$ cat config.mk
export PLATFORM = sky130hd
export DESIGN_NAME = line_repeater
export DESIGN_NICKNAME = d
export VERILOG_FILES = /design/src/rtl/lrep_pkg.sv /design/src/rtl/lrep_sync.sv /design/src/rtl/lrep_timer.sv /design/src/rtl/lrep_arbiter.sv /design/src/rtl/line_repeater.sv
export SDC_FILE = /design/constraint.sdc
export NUM_CORES = 1
export LEC_CHECK = 0
export BUFFER_PORTS_ARGS = -buffer_cell sky130_fd_sc_hd__buf_2
export CORE_AREA = 2 2 39 41
export CTS_BUF_LIST = sky130_fd_sc_hd__clkbuf_4
export CTS_CLUSTER_DIAMETER = 40
export DETAILED_ROUTE_END_ITERATION = 10
export DIE_AREA = 0 0 41 43
export GPL_ROUTABILITY_DRIVEN = 0
export PLACE_DENSITY = 0.74
export SYNTH_ARGS = -nofsm -noshare
export SYNTH_HDL_FRONTEND = slang
export SYNTH_SLANG_ARGS = --single-unit
$ cat constraint.sdc
create_clock -name clk -period 1.7 [get_ports clk]
set_input_delay 0.17 -clock clk [delete_from_list [all_inputs] [get_ports clk]]
set_output_delay 0.17 -clock clk [all_outputs]
set_load 0.02 [all_outputs]
$ cat src/rtl/lrep_pkg.sv
package lrep_pkg;

    localparam int NSIDES = 2;

    typedef enum logic {
        SIDE_HOST = 1'b0,
        SIDE_CARD = 1'b1
    } side_e;

    typedef enum logic [2:0] {
        ST_IDLE,
        ST_WAIT,
        ST_HOLD,
        ST_BOOST,
        ST_RECOVER
    } arb_state_e;

    typedef struct packed {
        arb_state_e st;
        side_e      owner;
    } arb_t;

    function automatic side_e other_side(input side_e s);
        return (s == SIDE_HOST) ? SIDE_CARD : SIDE_HOST;
    endfunction

endpackage

$ cat src/rtl/lrep_sync.sv
module lrep_sync #(
    parameter int STAGES = 2
) (
    input  logic clk,
    input  logic rst,
    input  logic din,
    output logic level,
    output logic fall
);
    logic [STAGES-1:0] sh;
    logic              prev;

    generate
        if (STAGES == 1) begin : g_one
            always_ff @(posedge clk) begin
                if (rst) sh <= 1'b1;
                else     sh <= din;
            end
        end else begin : g_many
            always_ff @(posedge clk) begin
                if (rst) sh <= '1;
                else     sh <= {sh[STAGES-2:0], din};
            end
        end
    endgenerate

    always_ff @(posedge clk) begin
        if (rst) prev <= 1'b1;
        else     prev <= sh[STAGES-1];
    end

    assign level = sh[STAGES-1];
    assign fall  = prev & ~sh[STAGES-1];
endmodule

$ cat src/rtl/lrep_timer.sv
module lrep_timer #(
    parameter int DELAY_CYC = 20
) (
    input  logic clk,
    input  logic rst,
    input  logic load,
    output logic zero
);
    localparam int CNT_W = $clog2(DELAY_CYC + 1);
    localparam logic [CNT_W-1:0] RELOAD = CNT_W'(DELAY_CYC - 1);

    logic [CNT_W-1:0] cnt;

    always_ff @(posedge clk) begin
        if (rst)              cnt <= '0;
        else if (load)        cnt <= RELOAD;
        else if (cnt != '0)   cnt <= cnt - 1'b1;
    end

    assign zero = (cnt == '0);
endmodule

$ cat src/rtl/lrep_arbiter.sv
module lrep_arbiter
    import lrep_pkg::*;
(
    input  logic              clk,
    input  logic              rst,
    input  logic              en,
    input  logic [NSIDES-1:0] lvl,
    input  logic [NSIDES-1:0] fall,
    input  logic              tmr_zero,
    output logic              tmr_load,
    output logic [NSIDES-1:0] pull_low,
    output logic [NSIDES-1:0] boost
);
    arb_t cur, nxt;

    always_comb begin
        nxt      = cur;
        tmr_load = 1'b0;
        unique case (cur.st)
            ST_IDLE: begin
                if (fall[SIDE_CARD]) begin
                    nxt.st    = ST_WAIT;
                    nxt.owner = SIDE_CARD;
                    tmr_load  = 1'b1;
                end else if (fall[SIDE_HOST]) begin
                    nxt.st    = ST_WAIT;
                    nxt.owner = SIDE_HOST;
                    tmr_load  = 1'b1;
                end
            end
            ST_WAIT: begin
                if (lvl[cur.owner])  nxt.st = ST_RECOVER;
                else if (tmr_zero)   nxt.st = ST_HOLD;
            end
            ST_HOLD: begin
                if (lvl[cur.owner]) begin
                    nxt.st   = ST_BOOST;
                    tmr_load = 1'b1;
                end
            end
            ST_BOOST: begin
                if (tmr_zero) nxt.st = (&lvl) ? ST_IDLE : ST_RECOVER;
            end
            ST_RECOVER: begin
                if (&lvl) nxt.st = ST_IDLE;
            end
            default: nxt.st = ST_IDLE;
        endcase
        if (!en) begin
            nxt.st   = ST_IDLE;
            tmr_load = 1'b0;
        end
    end

    always_ff @(posedge clk) begin
        if (rst) begin
            cur.st    <= ST_IDLE;
            cur.owner <= SIDE_HOST;
        end else begin
            cur <= nxt;
        end
    end

    always_comb begin
        pull_low = '0;
        boost    = '0;
        if (!en) begin
            pull_low[SIDE_CARD] = 1'b1;
        end else begin
            pull_low[other_side(cur.owner)] = (cur.st == ST_HOLD);
            boost[other_side(cur.owner)]    = (cur.st == ST_BOOST);
        end
    end
endmodule

$ cat src/rtl/line_repeater.sv
module line_repeater
    import lrep_pkg::*;
#(
    parameter int DELAY_CYC   = 20,
    parameter int SYNC_STAGES = 2
) (
    input  logic clk,
    input  logic rst,
    input  logic en,
    input  logic host_in,
    input  logic card_in,
    output logic host_pull_low,
    output logic host_boost,
    output logic card_pull_low,
    output logic card_boost
);
    logic [NSIDES-1:0] raw_in;
    logic [NSIDES-1:0] lvl;
    logic [NSIDES-1:0] fall;
    logic [NSIDES-1:0] pull_low;
    logic [NSIDES-1:0] boost;
    logic              tmr_load;
    logic              tmr_zero;

    assign raw_in[SIDE_HOST] = host_in;
    assign raw_in[SIDE_CARD] = card_in;

    generate
        for (genvar i = 0; i < NSIDES; i++) begin : g_side
            lrep_sync #(.STAGES(SYNC_STAGES)) u_sync (
                .clk   (clk),
                .rst   (rst),
                .din   (raw_in[i]),
                .level (lvl[i]),
                .fall  (fall[i])
            );
        end
    endgenerate

    lrep_timer #(.DELAY_CYC(DELAY_CYC)) u_timer (
        .clk  (clk),
        .rst  (rst),
        .load (tmr_load),
        .zero (tmr_zero)
    );

    lrep_arbiter u_arb (
        .clk      (clk),
        .rst      (rst),
        .en       (en),
        .lvl      (lvl),
        .fall     (fall),
        .tmr_zero (tmr_zero),
        .tmr_load (tmr_load),
        .pull_low (pull_low),
        .boost    (boost)
    );

    assign host_pull_low = pull_low[SIDE_HOST];
    assign card_pull_low = pull_low[SIDE_CARD];
    assign host_boost    = boost[SIDE_HOST];
    assign card_boost    = boost[SIDE_CARD];
endmodule

==> impl_results.html <==
<table>
<tr><th>Metric</th><th>Value</th></tr>
<tr><th colspan="2">Run status</th></tr>
<tr><td>Result of the run</td><td>completed</td></tr>
<tr><th colspan="2">Synthesis</th></tr>
<tr><td>Gate Count Post-Synth</td><td>74</td></tr>
<tr><td>Yosys cell types</td><td>32</td></tr>
<tr><td>YS warnings</td><td>0</td></tr>
<tr><td>Synth Cell Area</td><td>696 um2</td></tr>
<tr><td>Register bit total from synthesis</td><td>15</td></tr>
<tr><td>Synth area leaders</td><td>sky130_fd_sc_hd__dfxtp_1 43%, sky130_fd_sc_hd__or2_1 4.5%, sky130_fd_sc_hd__nand2_1 3.8%</td></tr>
<tr><td>Sequential cell area fraction in the yosys report</td><td>43.2%</td></tr>
<tr><td>Cell type with the highest aggregate area in the netlist</td><td>sky130_fd_sc_hd__dfxtp_1</td></tr>
<tr><td>Synthesized net count</td><td>80</td></tr>
<tr><td>Post-synthesis area per instance</td><td>9.40 um2</td></tr>
<tr><td>Top cell type's share of synthesized area</td><td>43.2%</td></tr>
<tr><th colspan="2">Cells and area</th></tr>
<tr><td>Layout cell share with drive strength beyond 1</td><td>25.6%</td></tr>
<tr><td>Final Core Density</td><td>57.4%</td></tr>
<tr><td>Post-synthesis to final-layout area growth</td><td>14.2%</td></tr>
<tr><td>Number of antenna cells inserted</td><td>0</td></tr>
<tr><td>Total number of nets in the final design</td><td>93</td></tr>
<tr><th colspan="2">Global route</th></tr>
<tr><td>Via count of the first global-routing pass</td><td>461</td></tr>
<tr><td>Initial antenna violation count</td><td>0</td></tr>
<tr><td>Total routing resource utilization after global routing</td><td>15.7%</td></tr>
<tr><td>Wire length of the first global-routing pass</td><td>1.89 mm</td></tr>
<tr><td>Grt total ovfl</td><td>0</td></tr>
<tr><td>Maximum number of pins on one net before global-route repair</td><td>18</td></tr>
<tr><th colspan="2">Timing</th></tr>
<tr><td>Final period util</td><td>89.1%</td></tr>
<tr><td>Final critical-path required period</td><td>1510 ps</td></tr>
<tr><td>Remaining max-slew budget at the tightest pin</td><td>78.1%</td></tr>
<tr><td>Fmax</td><td>660 MHz</td></tr>
<tr><td>RSZ-0062 raised after global routing</td><td>false</td></tr>
<tr><td>Final Max Slew Viols</td><td>0</td></tr>
<tr><td>Tightest Pin Transition</td><td>328 ps</td></tr>
<tr><td>Fin Setup TNS</td><td>0 ps</td></tr>
<tr><td>Setup Viol. Count Final</td><td>0</td></tr>
<tr><td>Final hold violation count</td><td>0</td></tr>
<tr><td>Skew final</td><td>7.80 ps</td></tr>
<tr><th colspan="2">CTS</th></tr>
<tr><td>Number of buffers added to fix hold violations after cts</td><td>0</td></tr>
<tr><td>CTS resizes</td><td>0</td></tr>
<tr><td>Htree depth</td><td>1</td></tr>
<tr><td>Clock Root Buffer</td><td>sky130_fd_sc_hd__clkbuf_4</td></tr>
<tr><td>Maximum clock path buffer count</td><td>2</td></tr>
<tr><td>Total CTS buffers</td><td>3</td></tr>
<tr><td>Clock insertion delay at the later pin of the skew report</td><td>280 ps</td></tr>
<tr><td>Clock slew at reported path FFs</td><td>90 ps</td></tr>
<tr><td>CTS sink cnt</td><td>15</td></tr>
<tr><td>Clock tree from TritonCTS</td><td>done</td></tr>
<tr><td>Post-CTS setup buffer count</td><td>0</td></tr>
<tr><th colspan="2">Power</th></tr>
<tr><td>Static power due to leakage</td><td>0.000311 uW</td></tr>
<tr><td>Largest voltage drop on the vdd net</td><td>0.000724 V</td></tr>
<tr><td>Post-route total power</td><td>998 uW</td></tr>
<tr><td>Power per cell area</td><td>1260 nW/um2</td></tr>
<tr><th colspan="2">Floorplan</th></tr>
<tr><td>Core Region</td><td>1380 um2</td></tr>
<tr><td>Die width</td><td>41 um</td></tr>
<tr><td>Die extent in y</td><td>43 um</td></tr>
<tr><td>Starting density of the core</td><td>50.3%</td></tr>
<tr><td>Top Ports</td><td>9</td></tr>
<tr><td>Area enclosed by the die boundary</td><td>1760 um2</td></tr>
<tr><td>Std cell rows</td><td>14</td></tr>
<tr><th colspan="2">Setup path</th></tr>
<tr><td>Startpoint Class</td><td>flip-flop</td></tr>
<tr><td>Maximum fanout along the worst path</td><td>5</td></tr>
<tr><td>Class of the most critical setup path</td><td>flip-flop to flip-flop</td></tr>
<tr><td>Data arrival time at the worst-slack endpoint</td><td>1720 ps</td></tr>
<tr><td>Required time worst endpoint</td><td>1900 ps</td></tr>
<tr><td>Sort of element at the end of the critical path</td><td>flip-flop</td></tr>
<tr><th colspan="2">Min path</th></tr>
<tr><td>Hold Crit Class</td><td>primary input to flip-flop</td></tr>
<tr><th colspan="2">Job</th></tr>
<tr><td>Max-capacitance violation count</td><td>0</td></tr>
<tr><th colspan="2">Drt</th></tr>
<tr><td>Via-per-instance ratio</td><td>5.50</td></tr>
<tr><td>Avg WL per Cell</td><td>11.6 um</td></tr>
<tr><td>Drt first-iter violations</td><td>14</td></tr>
<tr><td>Number of iterations in the first detailed-routing pass</td><td>4</td></tr>
<tr><td>Routed Wire Length</td><td>1.18 mm</td></tr>
<tr><td>Vias post-DR</td><td>561</td></tr>
<tr><td>Count of unresolved DRC violations after routing</td><td>0</td></tr>
<tr><td>Residual antenna-violating net count after detailed routing</td><td>0</td></tr>
<tr><th colspan="2">Placement</th></tr>
<tr><td>HPWL after detailed placement</td><td>788 um</td></tr>
<tr><td>Port-buffer cells</td><td>8</td></tr>
</table>
==> layout by cell type (no fill, tap or decap), drive strengths merged, types with 2 or more instances in the layout <==
cell type,instances
nor4b,3
nand2b,2
xnor2,3
nor3,2
buf,11
mux2,2
nand2,8
nor2b,2
dfxtp,15
inv,3
clkbuf,4
o41ai,2
or2,6
a21oi,5
nor2,6
==> state kept, by name, indices dropped and copies added (netlist names) <==
name,flops
g_side.u_sync.sh,4
u_arb.cur,4
g_side.u_sync.prev,2
u_timer.cnt,5
==> power breakdown <==
| group | switching (uW) | total [uW] | leakage, uW | internal [uW] |
|---|---|---|---|---|
| Sequential | 39.0 | 435 | 0.000123 | 396 |
| Clock | 110 | 217 | 0.0000184 | 107 |
| Combinational | 146 | 346 | 0.000169 | 200 |
| Total | 295 | 998 | 0.000311 | 703 |
==> synthesized netlist by cell type <==
master                     instances
sky130_fd_sc_hd__nand2_2           1
sky130_fd_sc_hd__nor2_1            6
sky130_fd_sc_hd__o32a_2            1
sky130_fd_sc_hd__o41ai_1           2
sky130_fd_sc_hd__nand2b_1          2
sky130_fd_sc_hd__a211oi_1          1
sky130_fd_sc_hd__ha_1              1
sky130_fd_sc_hd__nand4b_1          1
sky130_fd_sc_hd__nand3b_1          1
sky130_fd_sc_hd__o21ai_0           1
sky130_fd_sc_hd__mux2_2            1
sky130_fd_sc_hd__xnor2_1           3
sky130_fd_sc_hd__nor3_1            2
sky130_fd_sc_hd__inv_1             3
sky130_fd_sc_hd__nor2b_2           1
sky130_fd_sc_hd__o31ai_1           1
sky130_fd_sc_hd__clkbuf_1          1
sky130_fd_sc_hd__mux2_1            1
sky130_fd_sc_hd__buf_2             2
sky130_fd_sc_hd__nand2_1           7
sky130_fd_sc_hd__nor2b_1           1
sky130_fd_sc_hd__mux2i_2           1
sky130_fd_sc_hd__or4_1             1
sky130_fd_sc_hd__a32o_1            1
sky130_fd_sc_hd__or2_1             5
sky130_fd_sc_hd__nor4b_1           2
sky130_fd_sc_hd__dfxtp_1          15
sky130_fd_sc_hd__nor4b_4           1
sky130_fd_sc_hd__or2_2             1
sky130_fd_sc_hd__a31o_1            1
sky130_fd_sc_hd__a21oi_1           5
sky130_fd_sc_hd__or2b_1            1
==> layer usage <==
metal,routed length [um],up-vias,share of wire [%],track usage (%)
met5,0,-,0,0
met4,9,0,0.76,10.7
met1,581,263,49,20.2
li1,-,282,-,-
met3,59,2,5.0,3.66
met2,532,14,45,22.2
==> path summary, 6_finish.rpt <==
path	from	endpoint	slack (ps)	cells past startpoint
worst min-delay path	host_in	g_side[0].u_sync.sh[0]	70	2
worst max-delay path	u_timer.cnt[0]	u_arb.cur[2]	190	6
worst max register to register	u_timer.cnt[0]	u_arb.cur[2]	190	6
worst min register to register	g_side[0].u_sync.sh[0]	g_side[0].u_sync.sh[1]	410	1
==> stage by stage <==
stage	setup WS, ps	area [um2]	instances	hold WS, ps
floorplan	241	696	74	246
global placement	170	742	95	344
detailed placement	105	742	95	351
CTS	60.2	772	99	64.4
global route	81.1	795	102	67.5
finish	186	795	102	68.5
==> critical path, stage by stage (launching register included) <==
cell and delay, ps:
sky130_fd_sc_hd__dfxtp_1 330, sky130_fd_sc_hd__inv_1 90, sky130_fd_sc_hd__ha_1 210, sky130_fd_sc_hd__nor4b_4 320, sky130_fd_sc_hd__buf_4 180, sky130_fd_sc_hd__nand4b_1 100
sky130_fd_sc_hd__a211oi_1 210
==> kinds of logic (layout without fill, tap and decap cells) <==
logic type / after synthesis / count (layout) / share of synthesized area, %
AND/OR/NAND/NOR: 33 / 33 / 29.1
flip-flops: 15 / 15 / 43.2
AO/OA/AOI/OAI: 13 / 13 / 13.3
buffers and inverters: 6 / 18 / 3.60
XOR/XNOR: 3 / 3 / 3.78
multiplexers: 3 / 3 / 5.22
adder cells (fa/ha/maj): 1 / 1 / 1.80
==> area by class of cell <==
class,instances,area (um2)
Multi-Input combinational cell,53,370
Inverter,3,11.3
Sequential cell,15,300
Timing Repair Buffer,11,62.6
Clock buffer,4,30.0
Fill cell,128,589
Tap cell,16,20.0
Power figures use the tool's default switching activity.
